### src/rtl/pwr_ctl_unit.sv
module pwr_ctl_unit #(
  parameter int NREG = 9,
  parameter int IDXW = 4
) (
  input  logic               clk,
  input  logic               rst_n,
  input  logic [1:0]         bus_addr,
  input  logic               bus_wr,
  input  logic               bus_rd,
  input  logic [7:0]         bus_wdata,
  output logic [7:0]         bus_rdata,
  input  logic [2:0]         proc_hit,
  input  logic               cal_done,
  input  logic               byp_req,
  output logic               pd_global,
  output logic               pd_src,
  output logic               pd_ref,
  output logic               pd_mix,
  output logic               pd_adc,
  output logic               pd_dac,
  output logic               pd_fm,
  output logic               proc_sleep,
  output logic               cal_start,
  output logic               cal_pending,
  output logic               mix_bypass,
  output logic               rate_lock,
  output logic [8*NREG-1:0]  ctrl_regs
);
  localparam logic [1:0] A_PWR = 2'd0;
  localparam logic [1:0] A_IDX = 2'd1;
  localparam logic [1:0] A_DAT = 2'd2;

  logic [7:0]      pwr;
  logic [IDXW-1:0] idx;
  logic [7:0]      cr [NREG];
  logic            sleep_q;

  wire g      = pwr[7];
  wire wr_pwr = bus_wr && bus_addr == A_PWR;
  wire wr_idx = bus_wr && bus_addr == A_IDX && !g;
  wire wr_dat = bus_wr && bus_addr == A_DAT && !g;
  wire idx_ok = 32'(idx) < NREG;
  wire clr_g  = wr_pwr && g && !bus_wdata[7];
  wire set_g  = wr_pwr && !g && bus_wdata[7];
  wire hit    = (|proc_hit) && !g;

  always_ff @(posedge clk) begin
    if (!rst_n) begin
      pwr         <= '0;
      idx         <= '0;
      sleep_q     <= 1'b0;
      cal_start   <= 1'b0;
      cal_pending <= 1'b0;
      for (int i = 0; i < NREG; i++) cr[i] <= '0;
    end else begin
      if (wr_pwr) pwr <= bus_wdata;
      if (wr_idx) idx <= bus_wdata[IDXW-1:0];
      for (int i = 0; i < NREG; i++)
        if (wr_dat && 32'(idx) == i) cr[i] <= bus_wdata;
      cal_start <= clr_g;
      if (clr_g)         cal_pending <= 1'b1;
      else if (set_g)    cal_pending <= 1'b0;
      else if (cal_done) cal_pending <= 1'b0;
      if (wr_pwr && (bus_wdata[1] || clr_g)) sleep_q <= 1'b1;
      else if (hit)                          sleep_q <= 1'b0;
    end
  end

  always_comb begin
    bus_rdata = 8'h00;
    if (bus_rd) begin
      case (bus_addr)
        A_PWR:   bus_rdata = pwr;
        A_IDX:   bus_rdata = g ? 8'h00 : 8'(idx);
        A_DAT:   bus_rdata = (g || !idx_ok) ? 8'h00 : cr[idx];
        default: bus_rdata = 8'h00;
      endcase
    end
  end

  genvar gi;
  generate
    for (gi = 0; gi < NREG; gi++) begin : g_flat
      assign ctrl_regs[8*gi +: 8] = cr[gi];
    end
  endgenerate

  assign pd_global  = g;
  assign pd_ref     = pwr[5] | g;
  assign pd_mix     = pwr[4] | pd_ref;
  assign pd_adc     = pwr[3] | pd_ref;
  assign pd_dac     = pwr[2] | pd_ref;
  assign pd_fm      = pwr[0] | pd_dac;
  assign pd_src     = pwr[6] | g;
  assign rate_lock  = pwr[6];
  assign mix_bypass = (pwr[4] & ~pwr[5]) | byp_req;
  assign proc_sleep = sleep_q | g;
endmodule

### config.mk
export PLATFORM = sky130hd
export DESIGN_NAME = pwr_ctl_unit
export DESIGN_NICKNAME = d
export VERILOG_FILES = /design/src/rtl/pwr_ctl_unit.sv
export SDC_FILE = /design/constraint.sdc
export NUM_CORES = 1
export LEC_CHECK = 0
export ABC_AREA = 1
export ABC_CLOCK_PERIOD_IN_PS = 1500
export BUFFER_PORTS_ARGS = -buffer_cell sky130_fd_sc_hd__buf_2
export CORE_ASPECT_RATIO = 1.4
export CORE_MARGIN = 1
export CORE_UTILIZATION = 30
export DETAILED_ROUTE_END_ITERATION = 7
export PLACE_DENSITY_LB_ADDON = 0.25
export SETUP_SLACK_MARGIN = 0.05
export SLEW_MARGIN = 20
export SYNTH_ARGS = -nofsm -noshare
export SYNTH_HDL_FRONTEND = slang
export SYNTH_SLANG_ARGS = --single-unit
### constraint.sdc
create_clock -name clk -period 1.5 [get_ports clk]
set_clock_uncertainty 0.1 [all_clocks]
set_input_delay 0.3 -clock clk [delete_from_list [all_inputs] [get_ports clk]]
set_output_delay 0.3 -clock clk [all_outputs]
set_load 0.005 [all_outputs]
==> flow_metrics.py <==
metrics = {
    "run_status": {
        "status": "finished, violations left",
        "violations": "DRC, setup timing",
    },
    "cts": {
        "root_buffer": "clkbuf_16",
        "insertion_delay_ns": 0.35,
        "clk_pin_slew_ns": 0.07,
        "numCtsBuffers": 9,
        "htreeDepth": 3,
        "max-clock-path-buffers": 2,
        "cts.hold.buffers_added": 0,
        "cts_sinks": 91,
        "cts_tree": "yes",
    },
    "synth": {
        "synth_top_family_by_area": "simple AND/OR/NAND/NOR gates",
        "post_synth.cell_area_avg_sq_um": 10.1,
        "synth_most_common_cell": "nand2_1",
        "synth_mux_area_share_pct": 0,
        "ys.flop_type": "edfxtp_1",
        "synth_xor_area_share_pct": 0,
        "synth_fa_ha_area_share_pct": 0,
        "synth-async-reset-ratio_pct": 0,
        "ys_seq_elements": 91,
        "yosysTopAreaCell": "edfxtp_1",
        "yosysWarnings": 0,
        "yosysSeqAreaShare_pct": 65.6,
        "synthCells": 382,
        "synthesis.area_sq_um": 3870,
        "synthTopCellsByCount": "95 x nand2_1, 72 x edfxtp_1, 66 x nand3_1, 31 x nor2_1, 24 x inv_1",
        "synth_nets": 401,
        "yosys.area.top_type_share_pct": 55.8,
        "synth_edf_count": 72,
        "synth_compound_area_share_pct": 5.72,
        "synth_cell_types": 26,
        "synth_area_leaders": "edfxtp_1 56%, dfxtp_1 9.8%, nand2_1 9.2%",
        "synthSimpleGateAreaFrac_pct": 23.3,
    },
    "global_route": {
        "grt.overflow.total": 0,
        "antenna_found_initial": 0,
        "grt_pass1_wl_microns": 20400,
        "gr-usage-all-layers_pct": 20.9,
        "grt_start_max_net_pins": 21,
        "first_global_vias": 3739,
    },
    "detailed_routing": {
        "viasPerCell": 4.99,
        "num_vias": 3786,
        "drt_iter0_drc": 300,
        "wl_per_cell_microns": 18.1,
        "drc": 9,
        "dr.pass1.iters": 7,
        "wirelength_microns": 13700,
        "ant_nets": 0,
    },
    "die": {
        "rows": 48,
        "core_area_sq_um": 12400,
        "die-area_sq_um": 13400,
        "floorplan.initialDensity_pct": 31.2,
        "dieWidth_microns": 98.1,
        "io_pins": 111,
        "die_h_microns": 136,
    },
    "timing": {
        "holdWs_ns": 0.137,
        "max_freq_mhz": 488,
        "fin_crit_sh_pct": 137,
        "worst_pin_slew_ns": 0.525,
        "slew_viol_final": 0,
        "max_slew_margin_pct": 64.8,
        "fin_ws_ns": -0.550,
        "setup_violations": 159,
        "rsz0062_at_grt": "true",
        "finalCriticalPeriod_ns": 2.05,
        "hold_viol": 0,
    },
    "power": {
        "p_switching_mw": 1.56,
        "clockPowerShare_pct": 36.9,
        "switching_share_pct": 25.0,
        "p_leak_nw": 3.01,
        "vdd_drop_max_v": 0.000702,
        "p_per_area_nw_per_um2": 931,
        "power.share.combinational_pct": 16.3,
        "intPower_mw": 4.69,
        "pwr-share-seq_pct": 46.9,
    },
    "finish": {
        "drive_gt1_share_pct": 58.5,
        "diodes": 0,
        "nNetsFinal": 623,
        "stdcell_count": 759,
        "areaGrowthSynthToFinish_pct": 73.2,
        "final_core_util_pct": 54.0,
    },
    "flow_run": {
        "max_cap_viol_count": 0,
    },
    "worst_setup_path": {
        "startpoint_type": "flip-flop",
        "critPathTopFamily": "simple AND/OR/NAND/NOR gates",
        "cp.buffers_inverters": 3,
        "critical_path_required_ns": 1.10,
        "r2r_setup_slack_ns": -0.31,
        "cp_data_arrival_time_ns": 1.65,
        "slowest_delay_ns": 0.41,
        "path_cells": "clkinv_8 > clkbuf_16 > nand2_1 > nand3_2 > nand3_2 > nand3_2 > nand2_2 > a21oi_2 > buf_2",
        "worstPathMaxFanout": 6,
        "crit_type": "flip-flop to output port",
        "slowest_stage": "dfxtp_4",
        "cpMostUsedCell": "nand3_2",
        "critPathCaptureType": "output port",
    },
    "placed_design": {
        "io_buffers": 110,
        "dp_cells": 720,
        "dp_hpwl_microns": 9300,
        "routabilityCongestion": 0.919,
        "dp_worst_setup_slack_ns": -0.302,
    },
    "worst_hold_path": {
        "hold_path.class": "input pin to flip-flop",
    },
}
[what timing repair did]
item	CTS	global route
pin swaps	16	26
endpoints found under the hold margin	0	0
endpoints found under the setup margin	164	174
setup buffers	11	17
cloned	9	2
resized for setup	133	79
[stage by stage]
step / TNS (ns) / total power [mW] / cell area [sq um]
after global placement: -16.26 / 3.74 / 5400
after detailed placement: -22.40 / 3.75 / 5400
after global routing: -46.90 / 6.45 / 6710
after CTS: -33.64 / 6.16 / 6340
final: -36.84 / 6.25 / 6710
after floorplan: -2.36 / 3.27 / 3920
[routing by layer]
metal / vias up / GRT usage [%] / part of all wire [%]
met1: 1818 / 22.5 / 36
met4: 0 / 12.1 / 4.3
li1: 1764 / - / -
met5: - / 0 / 0
met2: 169 / 38.0 / 54
met3: 35 / 4.01 / 5.4
[state kept, by name, indices dropped and copies added, names as in the netlist, named ones only]
name / count
idx: 4
cr: 72
sleep_q: 1
cal_start: 1
pwr: 8
cal_pending: 1
[worst paths after layout]
check	endpoint	depth (start not counted)	startpoint
max	bus_rdata[3]	9	flip-flop
min	pwr[7]	3	bus_wdata[7]
max reg2reg	cr[6][4]	9	idx[0]
min reg2reg	pwr[1]	2	pwr[1]
[power groups by stage]
| stage | Combinational, mW | Sequential (mW) | Clock (mW) |
|---|---|---|---|
| 2_1_floorplan | 0.310 | 2.96 | 0 |
| 3_3_place_gp | 0.762 | 2.98 | 0 |
| 3_5_place_dp | 0.771 | 2.98 | 0 |
| 4_1_cts | 0.911 | 2.93 | 2.32 |
| 5_1_grt | 1.10 | 2.94 | 2.42 |
| 6_report | 1.02 | 2.93 | 2.31 |
[cell families after synthesis]
group | count (synthesis)
compound gates | 40
simple gates | 206
buf+inv | 45
flops | 91
[cells in the final DEF (no fill, tap or decap), types with 13 or more instances in the layout]
master,netlist,layout
buf_2,8,89
buf_4,2,57
buf_6,3,64
dfxtp_1,19,13
edfxtp_1,72,72
inv_1,24,23
nand2_1,95,69
nand2_2,0,21
nand3_1,66,18
nand3_2,0,46
nor2_1,31,22
[worst register-to-register path, stage by stage, from the launching register on]
cell and delay, ns:
dfxtp_1 0.32, buf_4 0.15, nor2_2 0.23, nand4_2 0.16, nand2_2 0.11, clkinv_4 0.07
buf_6 0.13, buf_6 0.12, nor2_4 0.11, buf_6 0.16
[cell type report]
cell class / instances / area [sq um]
multi-input cells: 246 / 1590
fillers: 1052 / 5720
well taps: 150 / 188
flip-flops and latches: 91 / 2550
clock buffers: 10 / 239
clock inverters: 6 / 65.1
inverters: 29 / 130
repair buffers: 227 / 1940
(Power assumes the default switching activity.)
